## src/rtl/intv_timer_grp.sv

```systemverilog
module intv_timer_grp #(
  parameter int PRE_SHIFT = 3
) (
  input  logic        clk,
  input  logic        rst_n,
  input  logic        wr_en,
  input  logic [8:0]  addr,
  input  logic [31:0] wdata,
  output logic [31:0] rdata,
  output logic [3:0]  irq_n
);
  localparam int NT = 4;
  localparam int PW = PRE_SHIFT + 3;
  localparam logic [31:0] INH = 32'h8000_0000;

  logic [NT-1:0][31:0] cur_q, base_q, vp_q, dst_q, rl;
  logic [2:0]          casc_q, rovr_q;
  logic [1:0]          div_q;
  logic [PW-1:0]       pre_q, pre_lim;
  logic                tick, is_ctrl, is_tmr;
  logic [1:0]          sel_t, sel_r;
  logic [NT-1:0]       lower, run, ev, expd, base_wr, irq_q, casc_sh;

  assign lower   = {1'b0, casc_q};
  assign casc_sh = {casc_q, 1'b0};
  assign pre_lim = PW'((32'd1 << (32'(PRE_SHIFT) + 32'(div_q))) - 32'd1);
  assign tick    = (pre_q >= pre_lim);
  assign sel_t   = addr[7:6];
  assign sel_r   = addr[5:4];
  assign is_tmr  = !addr[8];
  assign is_ctrl = addr[8] && (addr[7:4] == 4'd0);
  assign irq_n   = ~irq_q;

  always_comb begin
    logic          e_prev;
    logic [NT:0]   ex_ext;
    logic [NT:0]   rv_ext;
    run[NT-1] = !base_q[NT-1][31];
    for (int i = NT - 2; i >= 0; i--)
      run[i] = lower[i] ? run[i+1] : !base_q[i][31];
    e_prev = 1'b0;
    for (int i = 0; i < NT; i++) begin
      base_wr[i] = wr_en && is_tmr && (sel_t == 2'(i)) && (sel_r == 2'd1);
      ev[i]      = casc_sh[i] ? e_prev : tick;
      expd[i]    = ev[i] && run[i] &&
                   (lower[i] ? (cur_q[i] <= 32'd1) : (cur_q[i][30:0] <= 31'd1));
      e_prev     = expd[i];
    end
    ex_ext = {1'b0, expd};
    rv_ext = {2'b0, rovr_q};
    for (int i = 0; i < NT; i++) begin
      if (lower[i])
        rl[i] = (rv_ext[i] && !ex_ext[i+1]) ? 32'hFFFF_FFFF : base_q[i];
      else
        rl[i] = {~cur_q[i][31], base_q[i][30:0]};
    end
  end

  always_ff @(posedge clk or negedge rst_n) begin
    if (!rst_n) begin
      pre_q  <= '0;
      casc_q <= '0;
      rovr_q <= '0;
      div_q  <= '0;
      cur_q  <= '0;
      base_q <= {NT{INH}};
      vp_q   <= '0;
      dst_q  <= '0;
      irq_q  <= '0;
    end else begin
      pre_q <= tick ? '0 : pre_q + PW'(1);
      if (wr_en && is_ctrl) begin
        casc_q <= wdata[2:0];
        div_q  <= wdata[9:8];
        rovr_q <= wdata[26:24];
      end
      for (int i = 0; i < NT; i++) begin
        if (wr_en && is_tmr && sel_t == 2'(i) && sel_r == 2'd2) vp_q[i]  <= wdata;
        if (wr_en && is_tmr && sel_t == 2'(i) && sel_r == 2'd3) dst_q[i] <= wdata;
        if (base_wr[i]) begin
          base_q[i] <= wdata;
          cur_q[i]  <= lower[i] ? wdata : {1'b0, wdata[30:0]};
        end else if (expd[i]) begin
          cur_q[i] <= rl[i];
        end else if (ev[i] && run[i]) begin
          cur_q[i] <= lower[i] ? cur_q[i] - 32'd1
                               : {cur_q[i][31], cur_q[i][30:0] - 31'd1};
        end
        if (expd[i] && !lower[i]) irq_q[i] <= 1'b1;
        else if (tick)            irq_q[i] <= 1'b0;
      end
    end
  end

  always_comb begin
    rdata = '0;
    if (is_ctrl)
      rdata = {5'd0, rovr_q, 14'd0, div_q, 5'd0, casc_q};
    else if (is_tmr)
      case (sel_r)
        2'd0:    rdata = cur_q[sel_t];
        2'd1:    rdata = base_q[sel_t];
        2'd2:    rdata = vp_q[sel_t];
        default: rdata = dst_q[sel_t];
      endcase
  end
endmodule

```

## config.mk

```make
export PLATFORM = sky130hd
export DESIGN_NAME = intv_timer_grp
export DESIGN_NICKNAME = d
export VERILOG_FILES = /design/src/rtl/intv_timer_grp.sv
export SDC_FILE = /design/constraint.sdc
export NUM_CORES = 1
export LEC_CHECK = 0
export ABC_CLOCK_PERIOD_IN_PS = 9100
export BUFFER_PORTS_ARGS = -buffer_cell sky130_fd_sc_hd__buf_2
export CORE_MARGIN = 5
export CORE_UTILIZATION = 35
export DETAILED_ROUTE_END_ITERATION = 8
export RECOVER_POWER = 25
export SYNTH_ARGS = -nofsm -noshare
export SYNTH_HDL_FRONTEND = slang
export SYNTH_SLANG_ARGS = --single-unit
```

## constraint.sdc

```tcl
create_clock -name clk -period 9.1 [get_ports clk]
set_clock_uncertainty 0.05 [all_clocks]
set_input_delay 0.91 -clock clk [delete_from_list [all_inputs] [get_ports clk]]
set_output_delay 0.91 -clock clk [all_outputs]
set_load 0.05 [all_outputs]
```

After elaboration in Yosys (flattened, before gate mapping)
Index checks and enable logic that the tools add are counted.
{ "word_totals": {"register_bits": 530, "in_bits": 44, "out_inout_bits": 36, "word_cells": 171} }
{ "classes": {"addsub": 10, "n_lt_le_gt_ge": 9, "n_eq_ne": 6, "shifts": 1, "mux": 50, "bitwise_logic": 5, "reduce_logical": 62} }
{ "op_table": {"columns": ["operator", "n"], "rows": [
  ["32-bit two-way mux", 29],
  ["32-bit binary-select mux with 2-bit select", 4],
  ["31-bit by 1-bit less-or-equal comparator with 1-bit output (second input constant)", 4],
  ["31-bit by 1-bit subtractor with 31-bit output (second input constant)", 4],
  ["32-bit by 1-bit less-or-equal comparator with 1-bit output (second input constant)", 3],
  ["32-bit case mux with 3 select lines", 1],
  ["32-bit by 1-bit subtractor with 32-bit output (second input constant)", 3],
  ["1-bit logical AND", 33],
  ["31-bit two-way mux", 1],
  ["3-bit nonzero test", 7],
  ["1-bit two-way mux", 14],
  ["1-bit zero test", 11],
  ["2-bit nonzero test", 5],
  ["2-bit == test (second input constant)", 4],
  ["6-bit by 1-bit adder with 6-bit output (second input constant)", 1],
  ["6-bit >= comparator", 1],
  ["6-bit two-way mux", 1],
  ["2-bit AND reduction", 3],
  ["1-bit by 3-bit << shifter with 6-bit output (first input constant)", 1],
  ["6-bit by 1-bit subtractor with 6-bit output (second input constant)", 1],
  ["2-bit by 1-bit == test with 1-bit output (second input constant)", 2],
  ["2-bit zero test", 2],
  ["4-bit zero test", 1],
  ["1-bit inverter", 4],
  ["3 further kinds", 3]
]} }

Logic depth before layout (Yosys ltp)
Gate-level depths: netlist of run 1.
{ "depth": {"word_depth": 21, "depth_mapped": 14, "mapped_depth_nobuf": 11} }

Worst setup path before layout of run 1
No wires, ideal clock.
{ "synth_path": {"path_kind": "input to output", "startpoint": "input port addr[6]", "endpoint": "output port rdata[26]", "arrival_time_ns": 4.006, "t_required_ns": 8.140, "setup_slack_ns": 4.134, "cell_stages": 8, "path_buffers": 4, "path_cell_list": "clkbuf_1 > clkbuf_1 > clkbuf_1 > clkbuf_1 > mux4_2 > mux4_2 > inv_1 > o21ai_0"} }
{ "synth_via": {"elab_chain_len": 5} }
{ "synth_lines": {"columns": ["item", "line", "rtl"], "rows": [
  ["from (decl)", "7", "input logic [8:0] addr,"],
  ["32-bit binary-select mux with 2-bit select, on equally long branches", null, null],
  ["32-bit two-way mux, on equally long branches", null, null],
  ["32-bit case mux with 3 select lines", "100", "case (sel_r)"],
  ["32-bit two-way mux", "99", "else if (is_tmr)"],
  ["32-bit two-way mux *", "97", "if (is_ctrl)"],
  ["to (decl)", "9", "output logic [31:0] rdata,"]
]} }
Every way passes the cells marked *; elsewhere a longest branch is shown, timed or not. The select of a mux whose other input is x is not followed.

==> results of run 1 <==
-- metal layers --
layer	vias up	share of wire [%]	global-route usage, %
met5	-	0	0
met4	0	5.3	9.755
met3	253	8.2	4.422
met2	1023	47	34.28
met1	11100	39	27.87
li1	9250	-	-
-- worst paths after layout --
check	end	slack, ns	cells past startpoint
setup / recovery	vp_q[0]	3.21	3
hold / removal	base_q[31]	0.43	2
setup reg to reg	cur_q[94]	3.95	10
hold reg to reg	base_q[31]	0.43	2
max in group clk	cur_q[94]	3.95	10
min in group asynchronous	vp_q[119]	2.06	1
-- report_power, final --
part	leakage [nW]	internal (mW)	switching, mW
Combinational	6.39	1.11	1.49
Sequential	6.81	2.93	0.627
Clock	1.02	1.53	0.991
Total	14.2	5.57	3.11
-- cells by family (layout without fill, tap and decap cells) --
kind of cell             count (synthesis)  in the layout  share of synthesized area (%)
AND/OR/NAND/NOR                        983            983                          15.56
flip-flops                             530            530                          47.17
multiplexers                           432            432                          23.68
AO/OA/AOI/OAI                          290            290                          6.989
buffers and inverters                  218            260                          3.043
XOR/XNOR                                91             91                          2.834
adder cells (fa/ha/maj)                 16             16                         0.7117
other                                    1              3                        0.01333
-- through the flow --
| stage | power [mW] | hold WS [ns] | worst slack (ns) | utilization, % | instances |
|---|---|---|---|---|---|
| 6_report | 8.678 | 0.4302 | 3.209 | 39.49 | 3665 |
| 3_5_place_dp | 6.155 | 0.4219 | 4.175 | 36.96 | 3559 |
| 2_1_floorplan | 5.182 | 0.4014 | 4.134 | - | 2563 |
| 3_3_place_gp | 6.037 | 0.4222 | 4.199 | 36.96 | 3559 |
| 5_1_grt | 9.107 | 0.4464 | 2.186 | 39.49 | 3665 |
| 4_1_cts | 8.682 | 0.2592 | 4.181 | 39.51 | 3665 |
-- layout make-up --
class	count	area [um2]
clock buffer	84	1750
multi-input combinational	1815	14130
timing repair buffer	125	769.5
inverter	29	108.9
tap	1060	1326
sequential	530	13270
fill	7687	48510
clock inverter	22	296.5
-- cells in the mapped netlist (all sizes together) (3+ instances only) --
cell type	instances	share of area, %
xnor2	35	1.1
nor2	105	1.4
nand4b	3	0.093
nor2b	32	0.71
buf	39	0.65
and2	5	0.11
a211o	7	0.22
a21o	3	0.080
dfstp	4	0.37
or3	27	0.60
o211ai	19	0.54
nand2	553	7.4
a211oi	6	0.16
xor2	56	1.7
o221ai	53	1.7
nand3b	3	0.080
nor3	54	0.98
o31ai	7	0.19
mux4	160	13
or4	16	0.45
or2	6	0.14
or4b	3	0.11
nor4b	3	0.093
nand2b	8	0.18
and3	6	0.13
clkbuf	150	2.0
mux2i	8	0.28
nor4	31	0.69
o41ai	4	0.15
a31oi	11	0.24
o311ai	3	0.093
dfrtp	526	47
a311oi	5	0.16
mux2	264	11
a221oi	3	0.093
nand4	6	0.13
nor3b	4	0.11
ha	16	0.71
a22o	6	0.19
nand3	113	2.0
inv	29	0.39
a21oi	48	0.85
o21ai	94	1.7
-- sequential cells by signal, indices dropped and copies added, names as in the netlist --
name / cells
dst_q: 128
casc_q: 3
vp_q: 128
rovr_q: 3
pre_q: 6
cur_q: 128
div_q: 2
irq_q: 4
base_q: 128
-- worst min-delay path, stage by stage (launching register included) --
cell and delay (ns):
sky130_fd_sc_hd__dfstp_2 0.38, sky130_fd_sc_hd__nand2_1 0.05, sky130_fd_sc_hd__nand2_1 0.05
==> out/qor_table.md, run 1 <==
| Item | Value | Unit |
|:---|:---|:---|
| Count of vias placed by the detailed router | 21,630 | - |
| Vias in the first global route | 22,360 | - |
| Layout cell share with drive strength beyond 1 | 26.41 | % |
| Average wire per standard cell | 25.19 | um |
| Via count normalized by instance count | 5.901 | - |
| Most common cell after layout, fill and taps aside | sky130_fd_sc_hd__nand2_1 | - |
| Shortest period the worst path allows | 5.891 | ns |
| Clock latency on the worst-skew pair | 0.63 | ns |
| Total standard cell area after synthesis | 28,130 | um2 |
| Finish-stage setup viols | 0 | - |
| Startpoint of the most critical register-to-register path | cur_q[51] | - |
| Path type of the worst setup path | input port to async pin | - |
| Number of antenna violations at the first check in global routing | 0 | - |
| Max-capacitance violation count | 1 | - |
| Total routing usage reported by global routing | 21.30 | % |
| Yosys reg bits | 530 | - |
| Wire length of the first global-routing pass | 141.3 | mm |
| Number of flops mapped to enable cells by yosys | 0 | - |
| Routability Congestion | 0.9299 | - |
| Family with the most delay on the worst path | buffers and inverters | - |
| Element type at the critical path end | async pin | - |
| Standby leakage power | 14.22 | nW |
| Achievable Freq | 0.1697 | GHz |
| Power density over the cells | 274.2 | nW/um2 |
| Core Rows | 104 | - |
| Total wire length | 92.34 | mm |
| Critical path startpoint | rst_n | - |
| Post-CTS setup buffers | 0 | - |
| # H-tree levels | 2 | - |
| Die height | 293.5 | um |
| Cell chain of the critical path | clkbuf_1 > buf_4 > buf_4 | - |
| Core region area | 80,160 | um2 |
| Flip-flop cell with the highest count after synthesis | sky130_fd_sc_hd__dfrtp_1 | - |
| Top-Level Pins | 80 | - |
| Total DRC errors in the routed layout | 0 | - |
| Highest-count cells in the layout ignoring fill and taps | sky130_fd_sc_hd__nand2_1 (548), sky130_fd_sc_hd__dfrtp_1 (526), sky130_fd_sc_hd__mux2_2 (264) | - |
| Failing checks | max-capacitance violations, max-slew violations | - |
| Hold Fails Final Rpt | 0 | - |
| Status | complete, but fails checks | - |
| Largest voltage drop on the vdd net | 152.2 | uV |
| Hold/Removal Path Class | flop to flop | - |
| Nets | 2,619 | - |
| Worst-path cell with the longest stage delay | sky130_fd_sc_hd__clkbuf_1 | - |
| Pin count of the biggest net entering global routing | 158 | - |
| Yosys warnings | 0 | - |
| Number of nets with antenna violations after routing | 0 | - |
| Relative max-transition margin | -236.1 | % |
| Hpwl dp | 59.64 | mm |
| Clock edge transition at the registers on the reported setup and hold paths | 0.06 | ns |
| Proportion of register bits with asynchronous set or reset after synthesis | 100.0 | % |
| I/O Buffers | 75 | - |
| Final design area excluding fillers | 31,650 | um2 |
| Antenna diodes | 0 | - |
| Setup repair after global routing missed its margin | false | - |
| Master cell of the clock root buffer | sky130_fd_sc_hd__clkbuf_16 | - |
| Hold buffers post-CTS | 0 | - |
| Total iterations of the first detailed-routing run | 6 | - |
| Data arrival time at the worst-slack endpoint | 6.44 | ns |
| Required @ worst endpoint | 9.65 | ns |
| Congestion Overflow GR | 0 | - |
| Count of mapped cells out of synthesis | 2,561 | - |
| HP Start | base_q[31] | - |
| Buffer and inverter count on the worst path | 3 | - |
| Number of distinct library cells after synthesis | 78 | - |
| Layout overhead on the synthesized area | 12.53 | % |
| Highest fanout seen on the critical path | 86 | - |
| Most frequent cell on the critical path | sky130_fd_sc_hd__buf_4 | - |
| Register area share after synthesis | 47.17 | % |
| Average size of a mapped cell | 10.98 | um2 |
| CTS tree | built | - |
| Worst Max-Slew Pin Slew | 5.041 | ns |
| Area after detailed placement | 29,620 | um2 |
| Deepest clock path buffer count | 3 | - |
| Share of the clock period used by the worst path after layout | 64.74 | % |
| Largest stage delay, worst path | 3.45 | ns |
| Aggregate negative setup slack | 0 | ns |
| Count of final max-slew check failures | 87 | - |
| Number of clock sinks | 530 | - |
| Area of the die | 86,130 | um2 |
| Inserted Clock Buffers | 58 | - |
| Starting DRC count in detailed routing | 2,304 | - |
| Gates resized, CTS repair | 0 | - |
| Worst Setup Start Kind | input port | - |
| Overall die width | 293.5 | um |
| Initial core utilization | 35.09 | % |
Power figures use the tool's default switching activity.
==> inputs of run 2 (changes only) <==
Settings changed: ABC_CLOCK_PERIOD_IN_PS 9100 to 5100.
Clock period 9.1 ns to 5.1 ns, I/O delays scaled along.
==> run 2 against run 1 <==
  * The run still ends with max-capacitance violations, max-slew violations left
  * Core utilization increased by 0.29 points
  * Cell count increased by 0.63%
  * Die area unchanged
  * Critical path type is now flop to flop
  * Largest power group unchanged
==> out/qor_table.md, run 2 (synthesis gave the netlist of run 1 again) <==
| Item | Value | Unit | vs previous |
|:---|:---|:---|:---|
| Highest fanout seen on the critical path | 5 | - | -94% |
| Core Rows | 104 | - | unchanged |
| Clock edge transition at the registers on the reported setup and hold paths | 0.06 | ns | about the same |
| Relative max-transition margin | -118.2 | % | +120 points |
| Most common cell after layout, fill and taps aside | sky130_fd_sc_hd__nand2_1 | - |  |
| Max-capacitance violation count | 3 | - | +2 |
| Congestion Overflow GR | 0 | - | unchanged |
| Layout cell share with drive strength beyond 1 | 26.52 | % | +0.11 points |
| Overall die width | 293.5 | um | unchanged |
| Core region area | 80,160 | um2 | unchanged |
| Area after detailed placement | 29,890 | um2 | +0.89% |
| Wire length of the first global-routing pass | 142.7 | mm | +0.97% |
| Initial core utilization | 35.09 | % | unchanged |
| Worst R2R Setup Slack | 0.93 | ns | -3.02 ns |
| Count of vias placed by the detailed router | 21,750 | - | +0.55% |
| Footprint of the multi-input gates | 14,110 | um2 | -0.17% |
| Pwr Total | 15.60 | mW | +80% |
| Final design area excluding fillers | 31,880 | um2 | +0.74% |
| Starting DRC count in detailed routing | 2,197 | - | -4.6% |
| HP Start | wdata[29] | - |  |
| Master cell of the clock root buffer | sky130_fd_sc_hd__clkbuf_16 | - |  |
| Share of the clock period used by the worst path after layout | 81.69 | % |  |
| Hold buffers post-CTS | 1 | - | +1 |
| Clock latency on the worst-skew pair | 0.63 | ns | about the same |
| Critical path startpoint | cur_q[38] | - |  |
| Inserted Clock Buffers | 57 | - | -1.7% |
| Total routing usage reported by global routing | 21.50 | % | +0.20 points |
| Count of final max-slew check failures | 172 | - | +98% |
| Hpwl dp | 61.60 | mm | +3.3% |
| Status | complete, but fails checks | - |  |
| Required @ worst endpoint | 5.57 | ns | -4.08 ns |
| Hold/Removal Path Class | input port to flop | - |  |
| Worst Max-Slew Pin Slew | 3.273 | ns | -1.769 ns |
| Routability Congestion | 0.9483 | - | +2.0% |
| Number of clock sinks | 530 | - | unchanged |
| Total wire length | 93.67 | mm | +1.4% |
| Aggregate negative setup slack | 0 | ns | unchanged |
| Number of antenna violations at the first check in global routing | 0 | - | unchanged |
| Deepest clock path buffer count | 3 | - | unchanged |
| Post-CTS setup buffers | 0 | - | unchanged |
| Total iterations of the first detailed-routing run | 6 | - | unchanged |
| Fraction of the core area covered by cells at the end of the flow | 39.78 | % | +0.29 points |
| Largest voltage drop on the vdd net | 260.4 | uV | +71% |
| Element type at the critical path end | flop | - |  |
| Top-Level Pins | 80 | - | unchanged |
| Antenna diodes | 0 | - | unchanged |
| Pin count of the biggest net entering global routing | 118 | - | -25% |
| Average wire per standard cell | 25.40 | um | +0.81% |
| Area occupied by registers | 13,270 | um2 | unchanged |
| Failing checks | max-capacitance violations, max-slew violations | - |  |
| Setup repair after global routing missed its margin | false | - |  |
| Power density over the cells | 489.2 | nW/um2 | +78% |
| Number of nets with antenna violations after routing | 0 | - | unchanged |
| Path type of the worst setup path | flop to flop | - |  |
| Fill cell total of the finished layout | 7,709 | - | +0.29% |
| Shortest period the worst path allows | 4.166 | ns |  |
| # H-tree levels | 2 | - | unchanged |
| Highest-count cells in the layout ignoring fill and taps | sky130_fd_sc_hd__nand2_1 (550), sky130_fd_sc_hd__dfrtp_1 (526), sky130_fd_sc_hd__mux2_2 (264) | - |  |
| Achievable Freq | 0.2400 | GHz |  |
| Startpoint of the most critical register-to-register path | cur_q[38] | - |  |
| Final worst hold slack | 0.1761 | ns | -0.2541 ns |
| Nets | 2,643 | - | +0.92% |
| Via count normalized by instance count | 5.897 | - | about the same |
| Standby leakage power | 14.34 | nW | +0.81% |
| Total DRC errors in the routed layout | 0 | - | unchanged |
| Finish-stage setup viols | 0 | - | unchanged |
| Gates resized, CTS repair | 0 | - | unchanged |
| Area of the die | 86,130 | um2 | unchanged |
| Worst Setup Start Kind | flop | - |  |
| Hold Fails Final Rpt | 0 | - | unchanged |
| Layout overhead on the synthesized area | 13.35 | % |  |
| CTS tree | built | - |  |
| Data arrival time at the worst-slack endpoint | 4.63 | ns | -1.81 ns |
| Die height | 293.5 | um | unchanged |
| I/O Buffers | 75 | - | unchanged |
| Vias in the first global route | 22,500 | - | +0.62% |
## run 2: cell types whose count changed in the layout (fill, tap and decap cells not counted), sizes merged
cell / before / now
clkbuf: 88 / 85
dlygate4sd3: 0 / 1
clkinv: 13 / 10
bufinv: 7 / 12
buf: 121 / 143
clkinvlp: 0 / 1
## run 2: report_power, final
part / switching [mW] / internal, mW
combinational: 2.68 / 2.03
clock: 1.76 / 2.76
sequential: 1.13 / 5.23
## run 2: cell type report
class                           instances  share of cell area, %
Clock buffer                           79                  4.952
Multi-Input combinational cell       1815                  44.25
Sequential cell                       530                  41.61
Timing Repair Buffer                  150                  3.320
Tap cell                             1060                  4.160
Clock inverter                         25                  1.366
Inverter                               29                 0.3414
## run 2: path summary, 6_finish.rpt
path | endpoint | cells after the start
setup / recovery | cur_q[63] | 8
hold / removal | base_q[125] | 3
setup reg to reg | cur_q[63] | 8
hold reg to reg | base_q[63] | 2
max in group asynchronous | base_q[127] | 3
min in group asynchronous | dst_q[91] | 2
## run 2: worst max-delay path, cell delays in order, from the launching register on
cell                       delay, ns
sky130_fd_sc_hd__dfrtp_1        0.42
sky130_fd_sc_hd__nor4_1         0.73
sky130_fd_sc_hd__nand3b_1       0.33
sky130_fd_sc_hd__nor3_1         0.76
sky130_fd_sc_hd__or4b_2         0.79
sky130_fd_sc_hd__nor3_1         0.41
sky130_fd_sc_hd__or3_1          0.17
sky130_fd_sc_hd__a41oi_1        0.11
sky130_fd_sc_hd__a211oi_1       0.28
## run 2: stage by stage
step                std cells  worst slack (ns)
CTS                      3688            0.9920
finish                   3688            0.9338
detailed placement       3583             1.020
global route             3688            0.7038
global placement         3583             1.119
floorplan                2563            0.9344
## run 2: metal layers
| metal | global-route usage (%) | share of wire [%] | up-vias |
|---|---|---|---|
| met2 | 34.66 | 47 | 1057 |
| met3 | 4.157 | 8.0 | 255 |
| met1 | 28.43 | 40 | 11130 |
| li1 | - | - | 9302 |
| met4 | 9.479 | 5.1 | 0 |
| met5 | 0 | 0 | - |
